[src/rtl/fpmod_pkg.sv]
package fpmod_pkg;
    localparam int FW      = 32;
    localparam int EW      = 8;
    localparam int MW      = FW - EW - 1;
    localparam int NSRC    = 3;
    localparam int EXP_TOP = (1 << EW) - 1;

    typedef enum logic [1:0] {
        OSC_NONE = 2'd0,
        OSC_X2   = 2'd1,
        OSC_X4   = 2'd2,
        OSC_HALF = 2'd3
    } oscale_e;

    typedef struct packed {
        logic          sign;
        logic [EW-1:0] exp;
        logic [MW-1:0] man;
    } fp_t;

    localparam fp_t FP_ONE = '{sign: 1'b0, exp: EW'((1 << (EW - 1)) - 1), man: '0};

    function automatic logic fp_is_nan(fp_t v);
        return (v.exp == '1) && (v.man != '0);
    endfunction

    function automatic fp_t fp_signed_zero(logic s);
        fp_t z;
        z = '0;
        z.sign = s;
        return z;
    endfunction
endpackage

[src/rtl/fpmod_src.sv]
module fpmod_src
    import fpmod_pkg::*;
(
    input  fp_t  a,
    input  logic abs_en,
    input  logic neg_en,
    input  logic bypass,
    output fp_t  y
);
    logic mag_sign;

    always_comb begin
        mag_sign = a.sign & ~abs_en;
        y        = a;
        if (!bypass) begin
            y.sign = mag_sign ^ neg_en;
        end
    end
endmodule

[src/rtl/fpmod_scale.sv]
module fpmod_scale
    import fpmod_pkg::*;
(
    input  fp_t     a,
    input  oscale_e code,
    output fp_t     y
);
    logic [EW:0] sum;

    always_comb begin
        y   = a;
        sum = '0;
        if (code != OSC_NONE && a.exp != '1) begin
            if (a.exp == '0) begin
                y = fp_signed_zero(a.sign);
            end else if (code == OSC_HALF) begin
                if (a.exp == EW'(1)) begin
                    y = fp_signed_zero(a.sign);
                end else begin
                    y.exp = a.exp - EW'(1);
                end
            end else begin
                sum = {1'b0, a.exp} + ((code == OSC_X4) ? (EW+1)'(2) : (EW+1)'(1));
                if (sum >= (EW+1)'(EXP_TOP)) begin
                    y.exp = '1;
                    y.man = '0;
                end else begin
                    y.exp = sum[EW-1:0];
                end
            end
        end
    end
endmodule

[src/rtl/fpmod_clamp.sv]
module fpmod_clamp
    import fpmod_pkg::*;
(
    input  fp_t  a,
    input  logic en,
    output fp_t  y
);
    always_comb begin
        y = a;
        if (en) begin
            if (fp_is_nan(a) || a.sign) begin
                y = '0;
            end else if (a >= FP_ONE) begin
                y = FP_ONE;
            end
        end
    end
endmodule

[src/rtl/fpmod_unit.sv]
module fpmod_unit
    import fpmod_pkg::*;
#(
    parameter int N_SRC = NSRC
) (
    input  logic               clk,
    input  logic               rst,
    input  logic               bypass,
    input  logic [N_SRC*FW-1:0] src_in,
    input  logic [N_SRC-1:0]   abs_mask,
    input  logic [N_SRC-1:0]   neg_mask,
    input  logic [FW-1:0]      res_in,
    input  logic               clamp_en,
    input  logic [1:0]         oscale,
    output logic [N_SRC*FW-1:0] src_out,
    output logic [FW-1:0]      res_out
);
    fp_t src_mod [N_SRC];
    fp_t src_q   [N_SRC];
    fp_t res_scaled;
    fp_t res_clamped;
    fp_t res_d;
    fp_t res_q;

    for (genvar i = 0; i < N_SRC; i++) begin : g_src
        fpmod_src u_src (
            .a      (fp_t'(src_in[i*FW +: FW])),
            .abs_en (abs_mask[i]),
            .neg_en (neg_mask[i]),
            .bypass (bypass),
            .y      (src_mod[i])
        );

        always_ff @(posedge clk) begin
            if (rst) src_q[i] <= '0;
            else     src_q[i] <= src_mod[i];
        end

        assign src_out[i*FW +: FW] = src_q[i];
    end

    fpmod_scale u_scale (
        .a    (fp_t'(res_in)),
        .code (oscale_e'(oscale)),
        .y    (res_scaled)
    );

    fpmod_clamp u_clamp (
        .a  (res_scaled),
        .en (clamp_en),
        .y  (res_clamped)
    );

    assign res_d = bypass ? fp_t'(res_in) : res_clamped;

    always_ff @(posedge clk) begin
        if (rst) res_q <= '0;
        else     res_q <= res_d;
    end

    assign res_out = res_q;
endmodule

[config.mk]
export PLATFORM = sky130hd
export DESIGN_NAME = fpmod_unit
export DESIGN_NICKNAME = d
export VERILOG_FILES = /design/src/rtl/fpmod_pkg.sv /design/src/rtl/fpmod_src.sv /design/src/rtl/fpmod_scale.sv /design/src/rtl/fpmod_clamp.sv /design/src/rtl/fpmod_unit.sv
export SDC_FILE = /design/constraint.sdc
export NUM_CORES = 1
export LEC_CHECK = 0
export BUFFER_PORTS_ARGS = -buffer_cell sky130_fd_sc_hd__buf_2
export CAP_MARGIN = 20
export CORE_ASPECT_RATIO = 0.8
export CORE_MARGIN = 5
export CORE_UTILIZATION = 40
export DETAILED_ROUTE_END_ITERATION = 12
export HOLD_SLACK_MARGIN = 0.02
export PLACE_DENSITY = 0.73
export SLEW_MARGIN = 20
export SYNTH_ARGS = -nofsm -noshare
export SYNTH_HDL_FRONTEND = slang
export SYNTH_HIERARCHICAL = 1
export SYNTH_SLANG_ARGS = --single-unit
export TNS_END_PERCENT = 30
[constraint.sdc]
create_clock -name clk -period 4.1 [get_ports clk]
set_clock_uncertainty 0.15 [all_clocks]
set_input_delay 0.82 -clock clk [delete_from_list [all_inputs] [get_ports clk]]
set_output_delay 0.82 -clock clk [all_outputs]
set_load 0.005 [all_outputs]
---- Word-level counts from Yosys, hierarchy flattened ----
Memories as Yosys holds them, arrays and structs flattened.
Cells that the tools add are included.
operators by class
  $add $sub $neg .......................... 2
  $lt $le $gt $ge ......................... 2
  equal/unequal tests ..................... 5
  multiplexer cells ....................... 21
  bitwise logic cells ..................... 12
  reductions and logical operators ........ 6
operator list
  operator              number
  $mux 32               7
  $mux 31               3
  $mux 23               2
  $ge 32x30->1 const B  1
  $reduce_bool 23->1    1
  $mux 8                2
  $add 8x9->9           1
  $ge 9x8->1 const B    1
  $eq 8x1->1 const B    1
  $eq 8x8->1 const B    1
  $logic_not 8->1       1
  $ne 8x8->1 const B    1
  $sub 8x1->8 const B   1
  $mux 1                6
  $eq 2x2->1 const B    2
  $and 1x1->1           3
  $not 1->1             3
  $or 1x1->1            3
  $xor 1x1->1           3
  $logic_and 1x1->1     2
  $mux 2                1
  $reduce_bool 2->1     1
  $logic_or 1x1->1      1
word-level totals
  register bits after elaboration ......... 32
  memory bits (writable) .................. 96
  input port bits ......................... 140
  output and inout port bits .............. 128
  word-level logic and storage cells ...... 52
  memories kept ........................... 1
memory list
  memory  depth  width  read ports  clocked after memory_dff  wr ports  RTL line          text
  src_q   3      32     3           0                         3         fpmod_unit.sv:19  fp_t src_q [N_SRC];

---- Depth between registers and ports, before layout ----
  depth in word-level cells ............... 14
  gate-level depth with buffers ........... 15
  gate-level depth less buffers ........... 14

---- Cells and area by module ----
The synthesis kept the hierarchy.
by module, submodules not included
  module       instances  cells an instance  area an instance (µm²)  seq. area each (µm²)
  fpmod_unit   1          306                3743.6                  2562.5
  fpmod_scale  1          132                952.2                   0.0
  fpmod_src    3          36                 270.3                   0.0
  fpmod_clamp  1          49                 324.1                   0.0

---- Worst setup path after synthesis ----
OpenSTA, ideal clock, no wires.
  path type ............................... input to register
  start ................................... input res_in[26]
  end ..................................... register res_q (netlist bit res_out[29])
  setup time .............................. 0.065 ns
  arrival ................................. 3.682 ns
  required time ........................... 3.885 ns
  slack ................................... 0.203 ns
  stages .................................. 15
  buffers on the path ..................... 4
  cells stage by stage .................... buf_6 > or4_4 > buf_6 > or4b_4 > buf_6 > nand2_1 > a221o_2 > buf_6 > a21boi_1 > nor4_2 > nand4_1 > o221ai_2 > o21a_1 > mux2i_1 > nor2_1
RTL lines
  item                  RTL line          text
  start, declared       fpmod_unit.sv:12  input logic [FW-1:0] res_in,
  end signal, assigned  fpmod_unit.sv:58  else res_q <= res_d;
  end, declared         fpmod_unit.sv:23  fp_t res_q;

==> run summary <==
status: complete, no violations
pwr dens: 431 nW/um^2
critical path endpoint category: flip-flop
# IOs: 268
layout cells sized above 1: 45.6%
TritonCTS clock tree: built
critical path's top delay family: compound AO/OA/AOI/OAI gates
GRT Residual Overflow: 0
max incr delay on CP: 420 ps
IO buf count: 267
routed wire length: 16.0 mm
Overall Power: 3230 uW
routed length per instance: 16.0 microns
clk sink count: 128
total number of vias: 4600
fin crit period: 3920 ps
Vias/cell: 4.61
starting density of the core: 40.8%
Worst VDD drop: 421 uV
Final Wtd Congestion: 0.899
H-tree Lvls: 4
Final Hold Fails: 0
initial DRC count: 271
max-cap viol count: 0
Max Slew Vio Count: 0
synthesis-to-finish area growth: 28.3%
Critical Path AT: 4120 ps
Req. time, crit path: 4290 ps
vias in the first global route: 4552
commonest non-fill, non-tap cell in the layout: buf_2
Post-synth EDFFs: 0
largest net degree at the start of global routing: 77
commonest non-fill, non-tap cells in the layout: buf_2 (266), dfxtp_1 (128), nor2b_1 (101)
fmax: 0.255 GHz
Final period util: 95.7%
ys flop type: dfxtp_1
Distinct cells, synth: 53
Die ar.: 17100 sq um
critical path type: input pin to flip-flop
DRC Markers: 0
Slowest-stage cell, CP: fa_1
final number of setup-violating endpoints: 0
register area share after synthesis: 43.9%
Worst Max-Slew Pin Slew: 1080 ps
CP startpoint kind: input pin
Die Width: 145 microns
Critical Path Most Common Cell: nand2b_1
Total GRT Usage: 17.9%
headroom to the max-slew limit: 28.1%
#FFs+latches synth: 128
Syn Std Cell Area: 5830 sq um
clock root buffer: clkbuf_16
initial antenna violation count: 0
Syn Area/Cell: 9.80 sq um
global-route wire length before repair: 24.7 mm
Reg clk slew, reported paths: 60 ps
cell chain of the critical path: buf_2 > nand2b_1 > ha_1 > fa_1 > nand2b_1 > a221oi_4 > buf_4 > a221o_2 > buf_12 > a21boi_2 > nor4_1 > nand4_1 > o221ai_4 > o21a_1 > mux2i_1 > nor2_1
Final ANT Viol Nets: 0
nets@finish: 947
Die Y: 118 microns
ys async rst share: 0%
CTS max path bufs: 2
Post-Syn Nets: 741
number of synthesis warnings: 6
HP Class: input pin to flip-flop
Rows: 39
DP HPWL: 12.3 mm
Final Cell Area: 7480 sq um
core outline area: 14300 sq um
critical path peak fanout: 15
Num CTS Buffers: 17
Syn Inst Count: 595
Diodes inserted: 0
iteration count of the initial detailed-routing pass: 4
Leak Pwr: 0.00367 uW
placed cell area: 6830 sq um
Critical path buffers and inverters: 3
-- per-layer routing --
layer	track usage (%)	share of wire, %	up-vias
met5	0	0	-
met1	21.1	41	2085
met3	7.31	9.0	16
met4	5.65	1.5	0
li1	-	-	2300
met2	29.6	48	199
-- area by class of cell --
| class | instances | area [sq um] |
|---|---|---|
| clock buffer | 17 | 425 |
| clock inverter | 15 | 144 |
| fill | 1361 | 6820 |
| inverter | 5 | 18.8 |
| multi-input combinational | 337 | 2400 |
| sequential | 128 | 2560 |
| tap | 184 | 230 |
| timing repair buffer | 312 | 1700 |
-- Yosys cell counts, drive strengths merged, types with 2 or more instances --
master	n	share of area (%)
inv	5	0.32
o21ai	7	0.60
nor3	5	0.43
a21boi	24	3.6
nor4	9	1.1
ha	5	1.1
nand3	5	0.43
clkbuf	10	0.64
or3b	3	0.45
o31ai	3	0.39
a21oi	7	0.73
o21a	11	1.4
o41ai	2	0.30
and2	24	2.6
nand2	13	0.84
a221oi	2	0.30
nor2	38	2.4
dfxtp	128	44
or3	2	0.21
o211ai	4	0.77
a21o	3	0.39
or4	2	0.32
nand2b	8	0.86
a221o	3	0.54
a211oi	5	0.64
buf	116	15
mux2i	32	5.5
nor2b	101	11
xor2	2	0.30
nand4	3	0.32
-- registers in the layout (all words and copies together), names as in the netlist --
| signal | flops |
|---|---|
| res_out | 32 |
| src_q | 96 |
-- power by group --
group	leakage [uW]	internal, uW	switching [uW]
combinational	0.00233	234	224
clock	0.000268	804	631
sequential	0.00107	1320	17.0
-- path summary, 6_finish.rpt --
check	startpoint	endpoint	slack (ps)	depth (start not counted)
hold / removal	src_in[74]	src_q[2][10]$_SDFF_PP0_	460	2
setup / recovery	oscale[0]	res_out[25]$_SDFF_PP0_	180	16
-- cell families after synthesis --
logic type / Yosys count / share of synthesized area [%]
AND/OR/NAND/NOR: 218 / 21.5
buffers and inverters: 131 / 16.4
flip-flops: 128 / 43.9
AO/OA/AOI/OAI: 77 / 10.8
multiplexers: 33 / 5.69
adder cells (fa/ha/maj): 6 / 1.42
XOR/XNOR: 2 / 0.300
-- timing repair --
item	in CTS	in global routing
hold buffers	0	0
pin swaps	0	6
endpoints found under the setup margin	7	15
resized for setup	2	9
gates cloned	0	1
buffers inserted	0	1
-- metrics by stage --
stage / hold slack, ps / TNS, ps / setup WS (ps) / instances / util [%]
after floorplan: 817 / 0 / 203 / 595 / -
after global placement: 877 / -10900 / -470 / 964 / 47.7
after detailed placement: 882 / -9200 / -512 / 964 / 47.8
after CTS: 437 / 0 / 45.3 / 996 / 51.9
after global routing: 448 / -161 / -43.3 / 998 / 52.3
final: 462 / 0 / 176 / 998 / 52.3
Power figures use the tool's default switching activity.
